==> src/rtl/irq_router_pkg.sv <==
package irq_router_pkg;
  localparam int unsigned SRC_COUNT  = 13;
  localparam int unsigned BUS_WIDTH  = 32;
  localparam int unsigned RX_SVC_IDX = 5;
  localparam int unsigned TX_SVC_IDX = 6;

  typedef enum logic {
    SEL_MASK = 1'b0,
    SEL_REQ  = 1'b1
  } reg_sel_e;
endpackage

==> src/rtl/irq_req_bank.sv <==
module irq_req_bank #(
  parameter int unsigned N = 13
) (
  input  logic         clk,
  input  logic         rst_n,
  input  logic [N-1:0] set_i,
  input  logic [N-1:0] clr_i,
  output logic [N-1:0] req_o
);
  logic [N-1:0] req_q, req_d;
  logic         upd_en;

  // Set wins over clear: clear is applied first, set OR-ed on top.
  always_comb begin
    upd_en = |(set_i | clr_i);
    req_d  = (req_q & ~clr_i) | set_i;
  end

  always_ff @(posedge clk or negedge rst_n) begin
    if (!rst_n)      req_q <= '0;
    else if (upd_en) req_q <= req_d;
  end

  assign req_o = req_q;
endmodule

==> src/rtl/irq_mask_reg.sv <==
module irq_mask_reg #(
  parameter int unsigned N = 13
) (
  input  logic         clk,
  input  logic         rst_n,
  input  logic         wr_en,
  input  logic [N-1:0] wdata,
  output logic [N-1:0] mask_o
);
  logic [N-1:0] mask_q, mask_d;

  always_comb mask_d = wdata;

  always_ff @(posedge clk or negedge rst_n) begin
    if (!rst_n)     mask_q <= '0;
    else if (wr_en) mask_q <= mask_d;
  end

  assign mask_o = mask_q;
endmodule

==> src/rtl/irq_route.sv <==
module irq_route #(
  parameter int unsigned N      = 13,
  parameter int unsigned RX_IDX = 5,
  parameter int unsigned TX_IDX = 6
) (
  input  logic [N-1:0] req_i,
  input  logic [N-1:0] mask_i,
  input  logic         dma_en_i,
  output logic         irq_o,
  output logic         rx_o,
  output logic         tx_o
);
  logic [N-1:0] svc_bits;
  logic [N-1:0] eff_mask;

  genvar g;
  generate
    for (g = 0; g < N; g++) begin : g_svc
      assign svc_bits[g] = (g == RX_IDX) || (g == TX_IDX);
    end
  endgenerate

  always_comb begin
    eff_mask = mask_i | (dma_en_i ? svc_bits : '0);
    irq_o    = |(req_i & ~eff_mask);
    rx_o     = dma_en_i & req_i[RX_IDX];
    tx_o     = dma_en_i & req_i[TX_IDX];
  end
endmodule

==> src/rtl/irq_dma_router.sv <==
module irq_dma_router
  import irq_router_pkg::*;
#(
  parameter int unsigned N_SRC  = SRC_COUNT,
  parameter int unsigned DATA_W = BUS_WIDTH,
  parameter int unsigned RX_IDX = RX_SVC_IDX,
  parameter int unsigned TX_IDX = TX_SVC_IDX
) (
  input  logic              clk,
  input  logic              rst_n,
  input  logic [N_SRC-1:0]  evt_set,
  input  logic [N_SRC-1:0]  evt_clr,
  input  logic              reg_we,
  input  logic              reg_sel,
  input  logic [DATA_W-1:0] reg_wdata,
  output logic [DATA_W-1:0] reg_rdata,
  input  logic              dma_en,
  output logic              cpu_irq,
  output logic              rx_dma_req,
  output logic              tx_dma_req
);
  localparam int unsigned PAD_W = DATA_W - N_SRC;

  logic [N_SRC-1:0] req_q;
  logic [N_SRC-1:0] mask_q;
  logic             mask_wr;
  logic [PAD_W-1:0] wdata_unused;

  assign mask_wr      = reg_we && (reg_sel_e'(reg_sel) == SEL_MASK);
  assign wdata_unused = reg_wdata[DATA_W-1:N_SRC];

  irq_req_bank #(.N(N_SRC)) u_req (
    .clk   (clk),
    .rst_n (rst_n),
    .set_i (evt_set),
    .clr_i (evt_clr),
    .req_o (req_q)
  );

  irq_mask_reg #(.N(N_SRC)) u_mask (
    .clk    (clk),
    .rst_n  (rst_n),
    .wr_en  (mask_wr),
    .wdata  (reg_wdata[N_SRC-1:0]),
    .mask_o (mask_q)
  );

  irq_route #(.N(N_SRC), .RX_IDX(RX_IDX), .TX_IDX(TX_IDX)) u_route (
    .req_i    (req_q),
    .mask_i   (mask_q),
    .dma_en_i (dma_en),
    .irq_o    (cpu_irq),
    .rx_o     (rx_dma_req),
    .tx_o     (tx_dma_req)
  );

  always_comb begin
    if (reg_sel_e'(reg_sel) == SEL_REQ) reg_rdata = {{PAD_W{1'b0}}, req_q};
    else                                reg_rdata = {{PAD_W{1'b0}}, mask_q};
  end
endmodule

==> config.mk <==
export PLATFORM = sky130hd
export DESIGN_NAME = irq_dma_router
export DESIGN_NICKNAME = d
export VERILOG_FILES = /design/src/rtl/irq_router_pkg.sv /design/src/rtl/irq_req_bank.sv /design/src/rtl/irq_mask_reg.sv /design/src/rtl/irq_route.sv /design/src/rtl/irq_dma_router.sv
export SDC_FILE = /design/constraint.sdc
export NUM_CORES = 1
export LEC_CHECK = 0
export BUFFER_PORTS_ARGS = -buffer_cell sky130_fd_sc_hd__buf_2
export CORE_ASPECT_RATIO = 0.8
export CORE_UTILIZATION = 40
export CTS_CLUSTER_DIAMETER = 80
export DETAILED_ROUTE_END_ITERATION = 10
export GPL_ROUTABILITY_DRIVEN = 0
export GPL_TIMING_DRIVEN = 0
export PLACE_DENSITY_LB_ADDON = 0.15
export SLEW_MARGIN = 20
export SYNTH_ARGS = -nofsm -noshare
export SYNTH_HDL_FRONTEND = slang
export SYNTH_SLANG_ARGS = --single-unit
export TNS_END_PERCENT = 1
==> constraint.sdc <==
create_clock -name clk -period 1.35 [get_ports clk]
set_input_delay 0.135 -clock clk [delete_from_list [all_inputs] [get_ports clk]]
set_output_delay 0.135 -clock clk [all_outputs]
set_load 0.005 [all_outputs]
==> results of run 1 <==
## power breakdown
part / internal, mW / switching [mW] / leakage, nW
combinational: 0.287 / 0.164 / 0.730
clock: 0.396 / 0.234 / 0.0357
sequential: 0.862 / 0.0572 / 0.292
total: 1.55 / 0.455 / 1.06
## worst max-delay path: stages, from the launching register on
cell and delay (ns):
dfrtp_1 0.39, or2b_1 0.16, o2111ai_1 0.11, or4_1 0.54
buf_2 0.14
## routing by layer
layer / track usage, % / vias to the layer above / wire [µm]
li1: - / 529 / -
met5: 0 / - / 0
met4: 4.26 / 0 / 8
met2: 27.9 / 47 / 1390
met3: 2.50 / 2 / 201
met1: 19.8 / 467 / 1240
## through the flow
| stage | util, % | setup slack, ns | instance area, µm² | power (mW) | TNS [ns] |
|---|---|---|---|---|---|
| 2_1_floorplan | - | 0.109 | 1450 | 1.17 | 0 |
| 3_3_place_gp | 56.4 | -0.120 | 1790 | 1.33 | -0.120 |
| 3_5_place_dp | 56.4 | -0.118 | 1790 | 1.35 | -0.118 |
| 4_1_cts | 59.6 | -0.393 | 1890 | 1.99 | -0.393 |
| 5_1_grt | 61.1 | -0.426 | 1940 | 2.10 | -0.603 |
| 6_report | 61.1 | -0.385 | 1940 | 2.00 | -0.493 |
## cell usage after synthesis, drive strengths merged
master | count | share of area [%]
and2 | 2 | 0.91
inv | 13 | 3.5
or4 | 1 | 0.55
o221ai | 1 | 0.64
conb | 1 | 0.27
buf | 21 | 11
nor2b | 1 | 0.64
dfrtp | 26 | 47
or2b | 6 | 3.6
a21oi | 1 | 0.36
o2111ai | 2 | 1.3
o21bai | 4 | 2.2
nand2b | 3 | 1.4
a21o | 9 | 4.9
mux2 | 26 | 21
## path summary, 6_finish.rpt
path	startpoint	endpoint	slack (ns)
worst max-delay path	u_req.req_o[4]$_DFFE_PN0P_	cpu_irq	-0.39
worst min-delay path	evt_clr[3]	u_req.req_o[3]$_DFFE_PN0P_	0.03
worst max register to register	u_req.req_o[4]$_DFFE_PN0P_	u_req.req_o[4]$_DFFE_PN0P_	0.47
worst min register to register	u_req.req_o[7]$_DFFE_PN0P_	u_req.req_o[7]$_DFFE_PN0P_	0.51
max in group asynchronous	rst_n	u_req.req_o[5]$_DFFE_PN0P_	0.59
min in group asynchronous	rst_n	u_mask.mask_o[3]$_DFFE_PN0P_	0.39
## state kept, by name, indices dropped and copies added, names as in the netlist
| name | count |
|---|---|
| u_req.req_o | 13 |
| u_mask.mask_o | 13 |
## final cells by class
class                   count  area (µm²)  share of cell area, %
flip-flops and latches     26         651                   33.5
multi-input cells          75         608                   31.3
repair buffers             65         357                   18.4
plain buffers              21         155                   7.99
well taps                  40        50.0                   2.58
inverters                  13        48.8                   2.51
clock buffers               3        41.3                   2.13
clock inverters             1        30.0                   1.55
## logic make-up (layout without fill, tap and decap cells)
kind of cell    count (synthesis)  count (layout)  synth area share (%)
buf+inv                        34             103                  14.8
other cells                     1              19                 0.272
flops                          26              26                  47.2
compound gates                 17              17                  9.35
mux                            26              26                  21.3
simple gates                   13              13                  7.08
## what timing repair did
action	CTS	global route
pin swaps	1	1
setup buffers	2	3
hold buffers	1	0
endpoints found under the setup margin	1	2
endpoints found under the hold margin	26	0
gates resized for setup	1	5
==> qor.yml, run 1 <==
outcome:
  status: "finished with violations"
  violations: "setup timing"
clock_network:
  cts_tree: "built"
  clock_latency_ns: 0.26
  h-tree-depth: 1
  clk_path_buf_depth: 2
  root_buffer: "clkbuf_8"
  clock-sinks: 26
  clkTransAtPathRegs_ns: 0.09
  cts_buffers: 3
synthesis:
  seq_area_frac_synth_pct: 47.2
  synth-seq-cells: 26
  synth_cell_types: 17
  synthCells: 117
  syn_area_per_cell_um2: 11.8
  synth_warnings: 0
  syn_area_mm2: 0.00138
floorplan:
  coreArea_mm2: 0.00318
  initial_core_util_pct: 43.4
  die_h_um: 54.5
  die_x_um: 67.6
  die_area_mm2: 0.00368
  std_cell_rows: 18
  io_pins: 98
timing:
  max-slew-margin-rel_pct: 62.3
  drv_slew: 0
  worst_slew_pin_slew_ns: 0.566
  setup_ws_ns: -0.385
  rsz0062_at_grt: "yes"
  skew_ns: 0
  period_needed_ns: 1.74
  fmax_ghz: 0.576
  finalSetupViolations: 3
  hold_viol: 0
  period_share_pct: 129
  holdWs_ns: 0.0333
pwr:
  p_leak_nw: 1.06
  power_density_mw_per_mm2: 1030
  vdd_drop_max_uv: 505
global_route:
  grt-ovfl-total: 0
  grt_max_degree: 27
  gr-usage-all-layers_pct: 15.7
  grt_first_pass_wirelength_um: 4200
  antenna_found_initial: 0
  grt_pass1_vias: 962
worst_setup_path:
  start_kind: "register"
  cp.arrival_ns: 1.60
  cp.required_ns: 1.22
  crit_path_end_kind: "primary output"
  rr_worst_depth: 3
  critPathKind: "register to primary output"
  critPathMaxFanout: 2
hold_path:
  hp-class: "input pin to register"
  min_path_cells: 2
final_layout:
  final_cell_mix: "buf_2, dfrtp_1, mux2_2"
  fin_cells: 244
  syn_to_final_growth_pct: 40.9
  fin_nets: 268
  final_common_cell: "buf_2"
  antenna_cells: 0
  layout-drive-gt1-share_pct: 59.8
  nFillCells: 280
place:
  io_buffers: 59
  dp_hpwl_um: 2220
  place_inst: 234
route:
  vias: 1045
  first_pass_iters: 2
  viasPerCell: 4.28
  routedWlPerCell_um: 11.6
  drt_iter0_drc: 23
  wl_um: 2830
  ant_nets: 0
  drc_errors: 0
run:
  maxCapViolCount: 0
(Power assumes the default switching activity.)
==> inputs of run 2 (changes only) <==
CAP_MARGIN = 25   (was not set)
SETUP_SLACK_MARGIN = 0.5   (was not set)
==> run 2 against run 1 <==
  * The flow still finishes with violations (setup timing)
  * Worst setup slack improved by 0.041 ns
  * Die area is the same
  * Non-clock buffer count is 1 lower
  * Combinational power up 20%
  * Final cell count fell by 0.41%
  * Clock-buffer cell count up 1
  * Critical path type unchanged
  * Largest cell class is now multi-input combinational cells
  * First-iteration DRC count down 35%
  * Maximum frequency is 2.4% higher
  * Critical path depth is the same
==> qor.yml, run 2 (synthesis results as in run 1) <==
worst_setup_path:
  crit_family: "simple AND/OR/NAND/NOR gates"
  critPathKind: "register to primary output"
  cpPeakStageDelay_ns: 0.52  # -0.02 ns
  critPathMaxFanout: 2  # unchanged
  critPathBufInv: 1  # unchanged
  cp.arrival_ns: 1.56  # -0.04 ns
  worstPathCellList: "or2b_2 > o221ai_2 > or4_1 > buf_2"
  cp.required_ns: 1.22  # about the same
  slowest_stage: "or4_1"
  crit_path_end_kind: "primary output"
  start_kind: "register"
clock_network:
  clock-sinks: 26  # unchanged
  root_buffer: "clkbuf_8"
  h-tree-depth: 1  # unchanged
  clk_path_buf_depth: 2  # unchanged
  cts_tree: "built"
  clock_latency_ns: 0.27  # about the same
  clkTransAtPathRegs_ns: 0.08  # about the same
  cts_buffers: 3  # unchanged
timing:
  period_share_pct: 125  # -3.0 points
  fmax_ghz: 0.590  # +2.4%
  skew_ns: 0  # unchanged
  hold_viol: 0  # unchanged
  period_needed_ns: 1.69  # -0.0409 ns
  drv_slew: 0  # unchanged
  rsz0062_at_grt: "yes"
  setup_ws_ns: -0.344  # +0.0409 ns
  finalSetupViolations: 2  # -1
place:
  pre_cts_ws_ns: -0.103  # +0.0147 ns
  io_buffers: 59  # unchanged
  dp_hpwl_um: 2160  # -2.7%
  place_area_mm2: 0.00179  # unchanged
  place_inst: 234  # unchanged
floorplan:
  die_h_um: 54.5  # unchanged
  initial_core_util_pct: 43.4  # unchanged
  io_pins: 98  # unchanged
  coreArea_mm2: 0.00318  # unchanged
  die_area_mm2: 0.00368  # unchanged
  die_x_um: 67.6  # unchanged
  std_cell_rows: 18  # unchanged
global_route:
  grtUsageMet2_pct: 28.9  # +0.99 points
  gr-usage-all-layers_pct: 16.4  # +0.71 points
  grt_first_pass_wirelength_um: 4190  # -0.17%
  grt_max_degree: 27  # unchanged
  top_usage_layer: "met2"
  antenna_found_initial: 0  # unchanged
  grt_pass1_vias: 925  # -3.8%
  gr-usage-met1_pct: 19.7  # -0.10 points
  grt-ovfl-total: 0  # unchanged
  met3_usage_pct: 4.58  # +2.1 points
final_layout:
  final_common_cell: "buf_2"
  nFillCells: 279  # -0.36%
  post-route-util_pct: 64.3  # +3.2 points
  fin_nets: 267  # -0.37%
  fin_cells: 243  # -0.41%
  layout-drive-gt1-share_pct: 60.1  # +0.29 points
  antenna_cells: 0  # unchanged
  syn_to_final_growth_pct: 48.3
  fin_area_mm2: 0.00204  # +5.3%
  final_cell_mix: "buf_2, dfrtp_1, buf_4"
route:
  drt_iter0_drc: 15  # -35%
  viasPerCell: 4.44  # +3.6%
  drc_errors: 0  # unchanged
  routedWlPerCell_um: 11.7  # +0.91%
  wl_um: 2850  # +0.49%
  vias: 1078  # +3.2%
  first_pass_iters: 4  # +2
  ant_nets: 0  # unchanged
pwr:
  power.internal_mw: 1.48  # -4.0%
  netSwitchingPower_uw: 480  # +5.5%
  p_clk_share_pct: 25.4  # -6.1 points
  p_leak_nw: 1.12  # +6.2%
  power_density_mw_per_mm2: 960  # -6.8%
  switching_share_pct: 24.4  # +1.7 points
  combPwrFrac_pct: 27.5  # +5.0 points
  pwr-share-seq_pct: 47.1  # +1.1 points
  vdd_drop_max_uv: 773  # +53%
hold_path:
  hp-class: "input pin to register"
outcome:
  violations: "setup timing"
  status: "finished with violations"
run:
  maxCapViolCount: 0  # unchanged
## run 2: cell count changes in the layout (fill, tap and decap cells not counted)
cell       before  now
buf_2          59   46
clkbuf_8        3    4
o221ai_1        1    0
o221ai_2        0    1
mux2_4          1   11
clkbuf_4        0    1
bufinv_16       1    0
nor2b_4         0    1
buf_8           0    1
mux2_2         25   15
nor2b_2         1    0
buf_6           3   13
## run 2: through the flow
stage,hold WS [ns],setup TNS (ns),power (mW)
final,0.0260,-0.398,1.96
after global routing,0.0238,-0.498,2.08
after CTS,0.0168,-0.366,1.94
after detailed placement,0.171,-0.103,1.35
after global placement,0.165,-0.0843,1.33
after floorplan,-0.161,0,1.17
## run 2: repair_timing
action                                 CTS  global route
endpoints found under the hold margin   26             0
gates resized for setup                 21            13
setup endpoints to repair               26            47
hold buffers                             1             0
buffers inserted                         3             1
pin swaps                                2             3
## run 2: area by class of cell
type | instances | area, µm² | share of cell area, %
multi-input cells | 75 | 657 | 32.1
flip-flops and latches | 26 | 651 | 31.8
repair buffers | 64 | 417 | 20.4
plain buffers | 21 | 165 | 8.08
clock buffers | 4 | 55.1 | 2.69
well taps | 40 | 50.0 | 2.45
inverters | 13 | 48.8 | 2.39
## run 2: power by group through the flow
stage	clock network (mW)	logic, mW	registers, mW
final	0.499	0.539	0.925
after global routing	0.551	0.591	0.938
after CTS	0.517	0.503	0.919
after detailed placement	0	0.415	0.933
after global placement	0	0.403	0.928
after floorplan	0	0.256	0.917
## run 2: routing by layer
layer	part of all wire, %	wire (µm)	vias to the layer above
met5	0	0	-
met3	8.0	229	2
met2	49	1400	56
met4	0.39	11	0
li1	-	-	520
met1	43	1210	500
## run 2: worst paths after layout
kind	start	to	slack, ns	cells past startpoint
setup / recovery	u_req.req_o[9]$_DFFE_PN0P_	cpu_irq	-0.34	4
hold / removal	evt_clr[0]	u_req.req_o[0]$_DFFE_PN0P_	0.03	2
setup reg to reg	u_req.req_o[9]$_DFFE_PN0P_	u_req.req_o[9]$_DFFE_PN0P_	0.46	3
hold reg to reg	u_req.req_o[4]$_DFFE_PN0P_	u_req.req_o[4]$_DFFE_PN0P_	0.50	1
max in group asynchronous	rst_n	u_req.req_o[4]$_DFFE_PN0P_	0.72	2
min in group asynchronous	rst_n	u_req.req_o[2]$_DFFE_PN0P_	0.37	2
==> inputs of run 3 (changes only) <==
CORE_MARGIN = 2   (was not set)
==> run 3 against run 2 <==
  * The flow still finishes with violations (setup timing)
  * Critical path depth stayed put
  * Register-to-register slack better by 0.02 ns
  * Combinational power hardly changed
  * Clock-buffer cell count is 1 lower
  * Worst setup slack better by 0.020 ns
  * Core utilization is 3.2 points lower
  * Wire length is 2.5% higher
  * Die area is 6.7% higher
  * Critical path type unchanged
  * Highest routed layer unchanged
==> qor.yml, run 3 (synthesis results as in run 1) <==
outcome:
  status: "finished with violations"
  violations: "setup timing"
route:
  ant_nets: 0  # unchanged
  top_layer: "met4"
  vias: 1047  # -2.9%
  route.met3.wl_um: 248  # +8.3%
  first_pass_iters: 2  # -2
  routedWlPerCell_um: 11.8  # +0.80%
  m1WireLength_um: 1270  # +4.7%
  drt_iter0_drc: 11  # -4
  drc_errors: 0  # unchanged
  dr_wl_met2_um: 1380  # -0.79%
  viasPerCell: 4.24  # -4.4%
  wl_um: 2920  # +2.5%
floorplan:
  std_cell_rows: 19  # +1
  io_pins: 98  # unchanged
  initial_core_util_pct: 41.1  # -2.3 points
  die_x_um: 69.6  # +3.0%
  die_area_mm2: 0.00393  # +6.7%
  coreArea_mm2: 0.00335  # +5.6%
  die_h_um: 56.5  # +3.7%
final_layout:
  syn_to_final_growth_pct: 48.7
  layout-drive-gt1-share_pct: 60.0  # -0.099 points
  antenna_cells: 0  # unchanged
  final_common_cell: "buf_2"
  final_cell_mix: "buf_2, dfrtp_1, buf_4"
  fin_area_mm2: 0.00205  # +0.24%
  fin_cells: 247  # +1.6%
  fin_nets: 270  # +1.1%
clock_network:
  h-tree-depth: 1  # unchanged
  root_buffer: "clkbuf_8"
  clock-sinks: 26  # unchanged
  cts_tree: "built"
  cts_buffers: 3  # unchanged
  clk_path_buf_depth: 2  # unchanged
  clock_latency_ns: 0.27  # about the same
  clkTransAtPathRegs_ns: 0.09  # about the same
place:
  dp_hpwl_um: 2130  # -1.4%
  io_buffers: 59  # unchanged
  place_inst: 236  # +0.85%
  place_area_mm2: 0.00179  # +0.14%
  pre_cts_ws_ns: -0.0622  # +0.0409 ns
timing:
  hold_viol: 0  # unchanged
  drv_slew: 0  # unchanged
  finalSetupViolations: 2  # unchanged
  period_share_pct: 124  # -1.5 points
  skew_ns: 0  # unchanged
  fmax_ghz: 0.597  # +1.2%
  rsz0062_at_grt: "yes"
  setup_ws_ns: -0.324  # +0.0202 ns
  period_needed_ns: 1.67  # -0.0202 ns
  finalSetupTns_ns: -0.358  # +0.0401 ns
worst_setup_path:
  cp.arrival_ns: 1.54  # -0.02 ns
  critPathMaxFanout: 2  # unchanged
  crit_path_end_kind: "primary output"
  start_kind: "register"
  critPathKind: "register to primary output"
  cp.required_ns: 1.22  # about the same
hold_path:
  hp-class: "input pin to register"
pwr:
  p_leak_nw: 1.12  # about the same
  power.total_mw: 1.89  # -3.5%
  power_density_mw_per_mm2: 925  # -3.7%
  vdd_drop_max_uv: 840  # +8.7%
global_route:
  grt_max_degree: 27  # unchanged
  gr-usage-all-layers_pct: 15.6  # -0.83 points
  grt-ovfl-total: 0  # unchanged
  grt_pass1_vias: 1097  # +19%
  antenna_found_initial: 0  # unchanged
  grt_first_pass_wirelength_um: 4880  # +16%
run:
  maxCapViolCount: 0  # unchanged
-- run 3: through the flow --
step                      utilization (%)  hold WS [ns]
after floorplan                         -        -0.161
after detailed placement             53.5         0.178
after global routing                 61.1        0.0248
after global placement               53.5         0.168
after CTS                            60.3        0.0197
final                                61.1        0.0254
-- run 3: critical path, stage by stage (launching register included) --
cell and delay (ns):
dfrtp_1 0.39, or2b_2 0.16, a21oi_1 0.06, or4_1 0.51
buf_2 0.14
-- run 3: area by class of cell --
cell class                 count  area [µm²]
inverter                      13        48.8
buffer                        21         165
fill                         301        1300
sequential                    26         651
tap                           42        52.6
timing repair buffer          67         448
clock buffer                   3        41.3
multi-input combinational     75         642
-- run 3: repair_timing --
action	CTS	global route
endpoints found under the setup margin	26	49
hold endpoints to repair	26	0
pin swaps	2	2
buffers inserted	6	1
resized for setup	28	5
hold buffers	1	0
-- run 3: routing by layer --
layer	GRT usage (%)	vias to the layer above
met3	5.03	2
met2	27.1	50
met1	19.4	467
met4	2.47	0
li1	-	528
met5	0	-
-- run 3: where the power goes --
| group | leakage [nW] | switching [mW] | internal [mW] |
|---|---|---|---|
| logic | 0.810 | 0.179 | 0.361 |
| clock network | 0.0216 | 0.233 | 0.200 |
| registers | 0.292 | 0.0582 | 0.862 |
-- run 3: final timing paths --
kind / from / cells past startpoint / slack [ns] / to
max: u_req.req_o[5]$_DFFE_PN0P_ / 4 / -0.32 / cpu_irq
min: evt_clr[0] / 2 / 0.03 / u_req.req_o[0]$_DFFE_PN0P_
max reg2reg: u_req.req_o[1]$_DFFE_PN0P_ / 3 / 0.48 / u_req.req_o[1]$_DFFE_PN0P_
min reg2reg: u_req.req_o[8]$_DFFE_PN0P_ / 1 / 0.51 / u_req.req_o[8]$_DFFE_PN0P_
max in group asynchronous: rst_n / 2 / 0.75 / u_req.req_o[5]$_DFFE_PN0P_
min in group asynchronous: rst_n / 2 / 0.34 / u_req.req_o[7]$_DFFE_PN0P_
